[config.mk]
export PLATFORM = sky130hd
export DESIGN_NAME = insn_framer
export DESIGN_NICKNAME = d
export VERILOG_FILES = /design/src/rtl/framer_pkg.sv /design/src/rtl/framer_len_lut.sv /design/src/rtl/framer_ctrl.sv /design/src/rtl/framer_fields.sv /design/src/rtl/insn_framer.sv
export SDC_FILE = /design/constraint.sdc
export NUM_CORES = 1
export LEC_CHECK = 0
export BUFFER_PORTS_ARGS = -buffer_cell sky130_fd_sc_hd__buf_2
export CORE_MARGIN = 2
export CORE_UTILIZATION = 53
export CTS_CLUSTER_DIAMETER = 60
export CTS_CLUSTER_SIZE = 28
export DETAILED_ROUTE_END_ITERATION = 10
export MAX_ROUTING_LAYER = met4
export PLACE_DENSITY = 0.8
export SLEW_MARGIN = 20
export SYNTH_ARGS = -nofsm -noshare
export SYNTH_HDL_FRONTEND = slang
export SYNTH_SLANG_ARGS = --single-unit
[constraint.sdc]
create_clock -name clk -period 2.5 [get_ports clk]
set_clock_uncertainty 0.2 [all_clocks]
set_input_delay 0.25 -clock clk [delete_from_list [all_inputs] [get_ports clk]]
set_output_delay 0.25 -clock clk [all_outputs]
set_load 0.05 [all_outputs]
[src/rtl/framer_pkg.sv]
package framer_pkg;
  localparam int BYTE_W    = 8;
  localparam int IMM_BYTES = 2;
  localparam int IMM_W     = BYTE_W * IMM_BYTES;
  localparam int MAX_LEN   = 5;
  localparam int LEN_W     = $clog2(MAX_LEN + 1);
  localparam int CNT_W     = 2;
  localparam int IDX_W     = (IMM_BYTES > 1) ? $clog2(IMM_BYTES) : 1;

  typedef enum logic [2:0] {
    ST_FIRST = 3'd0,
    ST_DISP  = 3'd1,
    ST_OP    = 3'd2,
    ST_IMM   = 3'd3,
    ST_HOLD  = 3'd4
  } fr_state_e;

  typedef struct packed {
    logic              ext;
    logic [BYTE_W-1:0] pfx;
    logic [BYTE_W-1:0] disp;
    logic [BYTE_W-1:0] opc;
    logic [IMM_W-1:0]  imm;
    logic [LEN_W-1:0]  len;
  } fr_insn_t;
endpackage

[src/rtl/framer_len_lut.sv]
module framer_len_lut
  import framer_pkg::*;
#(
  parameter logic [BYTE_W-1:0] PFX_FIRST = 8'hE0,
  parameter logic [BYTE_W-1:0] PFX_LAST  = 8'hFE
) (
  input  logic [BYTE_W-1:0] byte_i,
  output logic              is_pfx_o,
  output logic [CNT_W-1:0]  pfx_cnt_o,
  output logic [CNT_W-1:0]  ext_cnt_o,
  output logic [CNT_W-1:0]  base_cnt_o
);
  // prefix window
  assign is_pfx_o = (byte_i >= PFX_FIRST) && (byte_i <= PFX_LAST);

  // displacement-carrying prefixes: low nibble 4..7
  always_comb begin
    pfx_cnt_o = '0;
    if (byte_i[3:2] == 2'b01) pfx_cnt_o = CNT_W'(1);
  end

  // immediates behind an operation byte of an extended instruction
  always_comb begin
    case (byte_i[7:3])
      5'b01101: ext_cnt_o = CNT_W'(1);
      5'b00111: ext_cnt_o = CNT_W'(2);
      default:  ext_cnt_o = '0;
    endcase
  end

  // immediates behind a basic opcode
  always_comb begin
    case (byte_i[7:4])
      4'h2, 4'h3: base_cnt_o = CNT_W'(1);
      4'h4:       base_cnt_o = CNT_W'(2);
      default:    base_cnt_o = '0;
    endcase
  end
endmodule

[src/rtl/framer_ctrl.sv]
module framer_ctrl
  import framer_pkg::*;
(
  input  logic             clk,
  input  logic             rst_n,
  input  logic             flush,
  input  logic             fire,
  input  logic             take,
  input  logic             is_pfx,
  input  logic [CNT_W-1:0] pfx_cnt,
  input  logic [CNT_W-1:0] ext_cnt,
  input  logic [CNT_W-1:0] base_cnt,
  output fr_state_e        state_o,
  output logic [IDX_W-1:0] idx_o
);
  fr_state_e        state_q, state_d;
  logic [CNT_W-1:0] rem_q, rem_d;
  logic [IDX_W-1:0] idx_q, idx_d;

  always_comb begin
    state_d = state_q;
    rem_d   = rem_q;
    idx_d   = idx_q;
    if (flush) begin
      state_d = ST_FIRST;
      rem_d   = '0;
      idx_d   = '0;
    end else begin
      case (state_q)
        ST_FIRST: if (fire) begin
          idx_d = '0;
          if (is_pfx) begin
            if (pfx_cnt != '0) begin
              state_d = ST_DISP;
              rem_d   = pfx_cnt;
            end else begin
              state_d = ST_OP;
            end
          end else if (base_cnt != '0) begin
            state_d = ST_IMM;
            rem_d   = base_cnt;
          end else begin
            state_d = ST_HOLD;
          end
        end
        ST_DISP: if (fire) begin
          rem_d = rem_q - CNT_W'(1);
          if (rem_q == CNT_W'(1)) state_d = ST_OP;
        end
        ST_OP: if (fire) begin
          idx_d = '0;
          if (ext_cnt != '0) begin
            state_d = ST_IMM;
            rem_d   = ext_cnt;
          end else begin
            state_d = ST_HOLD;
          end
        end
        ST_IMM: if (fire) begin
          rem_d = rem_q - CNT_W'(1);
          idx_d = idx_q + IDX_W'(1);
          if (rem_q == CNT_W'(1)) state_d = ST_HOLD;
        end
        ST_HOLD: if (take) state_d = ST_FIRST;
        default: state_d = ST_FIRST;
      endcase
    end
  end

  always_ff @(posedge clk or negedge rst_n) begin
    if (!rst_n) begin
      state_q <= ST_FIRST;
      rem_q   <= '0;
      idx_q   <= '0;
    end else begin
      state_q <= state_d;
      rem_q   <= rem_d;
      idx_q   <= idx_d;
    end
  end

  assign state_o = state_q;
  assign idx_o   = idx_q;
endmodule

[src/rtl/framer_fields.sv]
module framer_fields
  import framer_pkg::*;
(
  input  logic              clk,
  input  logic              rst_n,
  input  logic              fire,
  input  fr_state_e         state,
  input  logic [IDX_W-1:0]  idx,
  input  logic              is_pfx,
  input  logic [BYTE_W-1:0] byte_i,
  output fr_insn_t          insn_o
);
  logic              ext_q;
  logic [BYTE_W-1:0] pfx_q, disp_q, opc_q;
  logic [LEN_W-1:0]  len_q;
  logic [BYTE_W-1:0] imm_q [IMM_BYTES];

  wire start = fire && (state == ST_FIRST);

  always_ff @(posedge clk or negedge rst_n) begin
    if (!rst_n) begin
      ext_q  <= 1'b0;
      pfx_q  <= '0;
      disp_q <= '0;
      opc_q  <= '0;
      len_q  <= '0;
    end else if (start) begin
      ext_q  <= is_pfx;
      pfx_q  <= is_pfx ? byte_i : '0;
      opc_q  <= is_pfx ? '0 : byte_i;
      disp_q <= '0;
      len_q  <= LEN_W'(1);
    end else if (fire) begin
      len_q <= len_q + LEN_W'(1);
      if (state == ST_DISP) disp_q <= byte_i;
      if (state == ST_OP)   opc_q  <= byte_i;
    end
  end

  for (genvar g = 0; g < IMM_BYTES; g++) begin : g_imm
    always_ff @(posedge clk or negedge rst_n) begin
      if (!rst_n)
        imm_q[g] <= '0;
      else if (start)
        imm_q[g] <= '0;
      else if (fire && state == ST_IMM && idx == IDX_W'(g))
        imm_q[g] <= byte_i;
    end
  end

  always_comb begin
    insn_o.ext  = ext_q;
    insn_o.pfx  = pfx_q;
    insn_o.disp = disp_q;
    insn_o.opc  = opc_q;
    insn_o.len  = len_q;
    for (int i = 0; i < IMM_BYTES; i++) insn_o.imm[i*BYTE_W +: BYTE_W] = imm_q[i];
  end
endmodule

[src/rtl/insn_framer.sv]
module insn_framer
  import framer_pkg::*;
#(
  parameter logic [7:0] PFX_FIRST = 8'hE0,
  parameter logic [7:0] PFX_LAST  = 8'hFE
) (
  input  logic        clk,
  input  logic        rst_n,
  input  logic        flush,
  input  logic        in_valid,
  output logic        in_ready,
  input  logic [7:0]  in_data,
  output logic        out_valid,
  input  logic        out_ready,
  output logic        out_ext,
  output logic [7:0]  out_prefix,
  output logic [7:0]  out_disp,
  output logic [7:0]  out_opcode,
  output logic [15:0] out_imm,
  output logic [2:0]  out_len
);
  fr_state_e        state;
  logic [IDX_W-1:0] idx;
  logic             is_pfx;
  logic [CNT_W-1:0] pfx_cnt, ext_cnt, base_cnt;
  fr_insn_t         insn;
  logic             fire, take;

  assign in_ready  = (state != ST_HOLD);
  assign out_valid = (state == ST_HOLD);
  assign fire      = in_valid && in_ready && !flush;
  assign take      = out_valid && out_ready;

  framer_len_lut #(.PFX_FIRST(PFX_FIRST), .PFX_LAST(PFX_LAST)) lut_i (
    .byte_i    (in_data),
    .is_pfx_o  (is_pfx),
    .pfx_cnt_o (pfx_cnt),
    .ext_cnt_o (ext_cnt),
    .base_cnt_o(base_cnt)
  );

  framer_ctrl ctrl_i (
    .clk     (clk),
    .rst_n   (rst_n),
    .flush   (flush),
    .fire    (fire),
    .take    (take),
    .is_pfx  (is_pfx),
    .pfx_cnt (pfx_cnt),
    .ext_cnt (ext_cnt),
    .base_cnt(base_cnt),
    .state_o (state),
    .idx_o   (idx)
  );

  framer_fields fields_i (
    .clk   (clk),
    .rst_n (rst_n),
    .fire  (fire),
    .state (state),
    .idx   (idx),
    .is_pfx(is_pfx),
    .byte_i(in_data),
    .insn_o(insn)
  );

  assign out_ext    = insn.ext;
  assign out_prefix = insn.pfx;
  assign out_disp   = insn.disp;
  assign out_opcode = insn.opc;
  assign out_imm    = insn.imm;
  assign out_len    = insn.len;
endmodule

==> flow_summary_export.csv, run 1 <==
group,metric,value,unit
status,outcome,"finished clean",
layout,drive_gt1_frac,0.320,
synth,synth_top_cells_by_count,"dfrtp_1 (50), nand2_1 (24), nor2_1 (19)",
sta,worst_pin_slew,0.565,ns
clock_tree,cts_buffers,5,
critical_path,rrSetupSlack,0.45,ns
synth,yosysMostFrequentCell,"dfrtp_1",
power,p_leak,1.59,nW
critical_path,crit_end,"out_valid",
synth,synth_edf_count,0,
synth,synth.distinct_cells,56,
sta,rsz0062_at_grt,"no",
die,dieArea,5110,µm²
clock_tree,clk_latency,0.30,ns
clock_tree,clkSlewWorstSetupHoldPaths,0.09,ns
critical_path,critPathRequiredTime,2.05,ns
global_route,grt_antenna_before_repair,0,
clock_tree,cts_tree,"done",
layout,final_area,2820,µm²
synth,syn_area,2410,µm²
critical_path,worst_setup_path_start_kind,"register",
sta,fin_setup_tns,0,ns
place,gp_congestion,0.881,
die,start_util,0.550,
sta,slew_headroom,0.623,
sta,timing.fmax,0.454,GHz
clock_tree,htree_num_levels,2,
critical_path,cp-startpoint,"ctrl_i.state_o[0]",
sta,timing.final.crit_share,0.881,
layout,antenna_cells,0,
die,fp.coreArea,4380,µm²
global_route,grt_overflow,0,
global_route,grt_first_pass_wirelength,8850,µm
clock_tree,cts_num_sinks,50,
critical_path,rr_worst_depth,4,
die,die_y,71.5,µm
synth,synth_top_area_share,0.519,
critical_path,reg2reg_to,"fields_i.disp_q[2]",
drt,drc_errors,0,
global_route,grt_pass1_vias,1829,
power,power_density,756,nW/µm²
run,maxCapViolations,0,
synth,ys_seq_area_frac,0.519,
place,io_buffers,58,
synth,avgSynthCellArea,11.2,µm²
drt,drt_iter0_drc,120,
sta,setup_viol,0,
synth,yosysTopAreaCell,"dfrtp_1",
place,dpl_cell_area,2720,µm²
layout,synthToLayoutAreaGrowth,17.1,%
critical_path,worstPathMaxFanout,16,
layout,multi_input_area,1070,µm²
sta,hold_viol,0,
global_route,grt_use_total,0.231,
drt,routedWlPerCell,16.7,µm
critical_path,critical_path_class,"register to primary output",
critical_path,critPathCaptureType,"primary output",
die,boundaryPins,59,
min_path,hp-class,"primary input to register",
synth,synth-main-ff-cell,"dfrtp_1",
synth,syn_nets,230,
synth,synth_area_leaders,"dfrtp_1 (52%), mux2i_1 (6.6%), a22o_1 (4.7%)",
die,rows,24,
drt,viasPerCell,5.78,
sta,finalCriticalPeriod,2.20,ns
critical_path,r2r-start,"ctrl_i.state_o[2]",
die,die_w,71.5,µm
power,ir_drop,0.000477,V
global_route,grt_max_degree,27,
synth,ys_seq_elements,50,
synth,synthCells,215,
critical_path,worst-endpoint-arrival,1.75,ns
drt,wirelength,5460,µm
drt,antenna_left,0,
layout,seqCellArea,1250,µm²
layout,num-fill-cells,366,
drt,first_pass_iters,4,
sta,drv_slew,0,
synth,async_flop_share,1.00,
synth,yosys_warnings,0,
drt,via_count,1890,
clock_tree,cts_root_buf,"clkbuf_8",
place,place_hpwl,3850,µm
layout,nets,289,
clock_tree,cts_buffer_depth,2,
[timing repair]
action,4_1_cts,5_1_grt
endpoints found under the hold margin,25,0
hold buffers,2,0
setup buffers,0,0
gates resized for setup,0,1
endpoints found under the setup margin,0,1
[critical path, stage by stage (launching register included)]
cell	delay, ns
dfrtp_1	0.58
nor2_2	0.37
nand2_1	0.17
inv_1	0.08
buf_2	0.25
[final cells by class]
type / count / share of cell area
Tap cell: 52 / 0.0230
Inverter: 4 / 0.00532
Sequential cell: 50 / 0.443
Clock inverter: 2 / 0.00487
Timing Repair Buffer: 64 / 0.121
Multi-Input combinational cell: 149 / 0.377
Clock buffer: 6 / 0.0257
[kinds of logic after synthesis]
kind of cell | Yosys count | share of synthesized area
buffers and inverters | 16 | 0.0405
and+or+nand+nor | 78 | 0.180
adders and majority gates | 2 | 0.0104
AOI/OAI and AO/OA | 51 | 0.174
muxes | 17 | 0.0726
DFF | 50 | 0.519
xor gates and xnor gates | 1 | 0.00363
[state kept, by name (all words and copies together) (netlist names)]
register,count
ctrl_i.idx_o,1
ctrl_i.rem_q,2
ctrl_i.state_o,3
fields_i.disp_q,8
fields_i.ext_q,1
fields_i.insn_o,16
fields_i.len_q,3
fields_i.opc_q,8
fields_i.pfx_q,8
[per-stage QoR]
stage / std cells / hold WS, ns / total power, mW / util / setup WS, ns
after floorplan: 215 / -0.246 / 1.51 / - / 0.356
after global placement: 317 / 0.0675 / 1.67 / 0.619 / 0.506
after detailed placement: 317 / 0.0683 / 1.68 / 0.619 / 0.386
after CTS: 327 / 0.0514 / 2.15 / 0.644 / 0.169
after global routing: 327 / 0.0611 / 2.22 / 0.644 / 0.169
final: 327 / 0.0572 / 2.14 / 0.644 / 0.298
[power breakdown]
part	switching (mW)	total, mW	internal [mW]	leakage (nW)
clock network	0.268	0.466	0.198	0.0452
registers	0.0716	0.974	0.902	0.667
logic	0.514	0.696	0.182	0.873
total	0.853	2.14	1.28	1.59
[how the worst min path moves through the flow]
stage                from                end  slack, ns  cells after the start
6_report       in_data[0]  fields_i.opc_q[0]       0.06                      3
5_1_grt        in_data[1]  fields_i.opc_q[1]       0.06                      3
3_3_place_gp        rst_n  fields_i.opc_q[2]       0.07                      1
2_1_floorplan       rst_n       ctrl_i.idx_o      -0.25                      0
4_1_cts        in_data[1]  fields_i.opc_q[1]       0.05                      3
3_5_place_dp        rst_n  fields_i.opc_q[2]       0.07                      1
[cell usage in the layout (no fill, tap or decap), types with 2 or more instances in the layout]
| master | synthesis | routed |
|---|---|---|
| a21o_1 | 4 | 4 |
| a21oi_1 | 2 | 2 |
| a22o_1 | 13 | 13 |
| a22oi_1 | 2 | 2 |
| a311oi_1 | 2 | 2 |
| and2b_2 | 2 | 2 |
| and4b_1 | 2 | 2 |
| buf_2 | 6 | 58 |
| buf_4 | 2 | 4 |
| clkbuf_8 | 0 | 5 |
| dfrtp_1 | 50 | 50 |
| dlygate4sd3_1 | 0 | 2 |
| ha_1 | 2 | 2 |
| inv_1 | 4 | 4 |
| mux2i_1 | 16 | 16 |
| nand2_1 | 24 | 24 |
| nand2b_1 | 6 | 6 |
| nor2_1 | 19 | 18 |
| nor2_2 | 2 | 3 |
| nor2b_1 | 4 | 4 |
| nor3_1 | 3 | 3 |
| o211a_1 | 2 | 2 |
| o21ai_0 | 3 | 3 |
| o21ai_1 | 8 | 8 |
| or2b_1 | 2 | 2 |
[metal layers]
| layer | share of wire | GRT usage |
|---|---|---|
| met5 | 0 | - |
| met4 | 0.019 | 0.0922 |
| met3 | 0.075 | 0.0436 |
| met2 | 0.45 | 0.338 |
| met1 | 0.45 | 0.322 |
Note: power is estimated with default switching activity, not from simulation.
==> run 2, diff against run 1 <==
--- a/config.mk
+++ b/config.mk
@@ -13,6 +13,7 @@
 export DETAILED_ROUTE_END_ITERATION = 10
 export MAX_ROUTING_LAYER = met4
 export PLACE_DENSITY = 0.8
+export RECOVER_POWER = 50
 export SLEW_MARGIN = 20
 export SYNTH_ARGS = -nofsm -noshare
 export SYNTH_HDL_FRONTEND = slang
==> run 2 against run 1 <==
Net effect:
- count of clock-buffer cells in the layout unchanged
- flip-flop and latch count unchanged
- clock power about the same
- via count increased by 0.16%
- cell area decreased by 2.0%
- critical endpoint unchanged
- largest cell class unchanged
==> flow_summary_export.csv, run 2 (synthesized netlist as in run 1, its figures left out) <==
group,metric,value,unit
status,outcome,"finished clean",
die,rows,24,
place,gp_congestion,0.881,
layout,layout_common_cells,"dfrtp_1 (50), clkbuf_1 (46), nand2_1 (24)",
drt,drt_iter0_drc,113,
place,place_hpwl,3850,µm
critical_path,reg2reg_to,"fields_i.disp_q[2]",
drt,wirelength,5420,µm
layout,nets,289,
sta,drv_slew,0,
sta,setup_viol,0,
place,io_buffers,58,
min_path,min_to,"fields_i.opc_q[0]",
clock_tree,cts_buffer_depth,2,
critical_path,r2r-start,"ctrl_i.state_o[2]",
critical_path,worst-endpoint-arrival,1.75,ns
clock_tree,postCtsSetupRepairBufs,0,
sta,setup_slack,0.304,ns
sta,timing.fmax,0.455,GHz
critical_path,rr_worst_depth,4,
critical_path,worstPathMaxFanout,16,
sta,timing.final.crit_share,0.879,
critical_path,cp-startpoint,"ctrl_i.state_o[0]",
layout,largest_reg_flops,16,
die,die_w,71.5,µm
global_route,grt_use_total,0.231,
drt,first_pass_iters,4,
layout,synthToLayoutAreaGrowth,14.7,%
power,power_density,762,nW/µm²
sta,finalCriticalPeriod,2.20,ns
clock_tree,cts_buffers,5,
global_route,grt_first_pass_wirelength,8850,µm
drt,drc_errors,0,
layout,antenna_cells,0,
global_route,grt_pass1_vias,1829,
die,fp.coreArea,4380,µm²
global_route,grt_antenna_before_repair,0,
sta,hold_viol,0,
clock_tree,cts_num_sinks,50,
layout,num-fill-cells,382,
drt,antenna_left,0,
sta,worst_pin_slew,1.33,ns
layout,final_common_cell,"dfrtp_1",
critical_path,worst_setup_path_start_kind,"register",
min_path,worstHoldStart,"in_data[0]",
run,maxCapViolations,0,
clock_tree,clkSlewWorstSetupHoldPaths,0.09,ns
drt,routedWlPerCell,16.6,µm
critical_path,critical_path_class,"register to primary output",
sta,rsz0062_at_grt,"no",
drt,viasPerCell,5.79,
die,boundaryPins,59,
global_route,grt_max_degree,27,
drt,via_count,1893,
die,start_util,0.550,
critical_path,critPathCaptureType,"primary output",
sta,fin_setup_tns,0,ns
critical_path,critPathRequiredTime,2.05,ns
layout,drive_gt1_frac,0.156,
clock_tree,htree_num_levels,2,
power,p_leak,1.41,nW
clock_tree,cts_root_buf,"clkbuf_8",
power,ir_drop,0.000437,V
die,dieArea,5110,µm²
min_path,min_path_cells,3,
sta,slew_headroom,0.115,
die,die_y,71.5,µm
clock_tree,cts_tree,"done",
global_route,grt_overflow,0,
clock_tree,clk_latency,0.30,ns
min_path,hp-class,"primary input to register",
place,place_ws,0.386,ns
critical_path,rrSetupSlack,0.46,ns
run 2: cell count changes in the layout (fill, tap and decap cells not counted), sizes merged:
cell / previous run / this run
buf: 62 / 17
clkbuf: 6 / 51
run 2: cell type report:
class | count | area, µm² | share of cell area
Clock inverter | 2 | 13.8 | 0.00497
Inverter | 4 | 15.0 | 0.00542
Clock buffer | 6 | 72.6 | 0.0262
Sequential cell | 50 | 1250 | 0.452
Timing Repair Buffer | 64 | 284 | 0.103
Tap cell | 52 | 65.1 | 0.0235
Multi-Input combinational cell | 149 | 1070 | 0.385
run 2: worst max-delay path by stage:
stage                                    end  slack, ns  cells past startpoint
after floorplan                    out_valid       0.36                      4
after global placement     fields_i.pfx_q[1]       0.51                      4
after detailed placement   fields_i.opc_q[3]       0.39                      4
after CTS                          out_valid       0.17                      4
after global routing      fields_i.insn_o[9]       0.12                      3
final                              out_valid       0.30                      4
run 2: critical path, stage by stage (launching register included):
cell and delay (ns):
dfrtp_1 0.58, nor2_2 0.36, nand2_1 0.17, inv_1 0.08, buf_2 0.25
run 2: metal layers:
metal  global-route usage  up-vias  wire length [µm]
met3               0.0436       11               343
met2                0.338       71              2440
met1                0.322      913              2510
met5                    -        -                 0
li1                     -      898                 -
met4               0.0922        0               120
run 2: timing repair:
item,in CTS,in global routing
hold endpoints to repair,25,0
gates resized for setup,0,1
hold buffers,2,0
endpoints found under the setup margin,0,1
run 2: per-stage QoR:
step                      total power, mW  instance area [µm²]  std cells   util  hold WS (ns)
after CTS                            2.15                 2820        327  0.644        0.0514
after global placement               1.67                 2720        317  0.619        0.0675
after detailed placement             1.68                 2720        317  0.619        0.0683
after floorplan                      1.51                 2410        215      -        -0.246
final                                2.11                 2770        327  0.631        0.0551
after global routing                 2.20                 2770        327  0.631        0.0611
run 2: where the power goes:
group,internal (mW),leakage (nW),switching [mW]
Clock,0.198,0.0452,0.267
Combinational,0.157,0.699,0.513
Sequential,0.902,0.667,0.0734
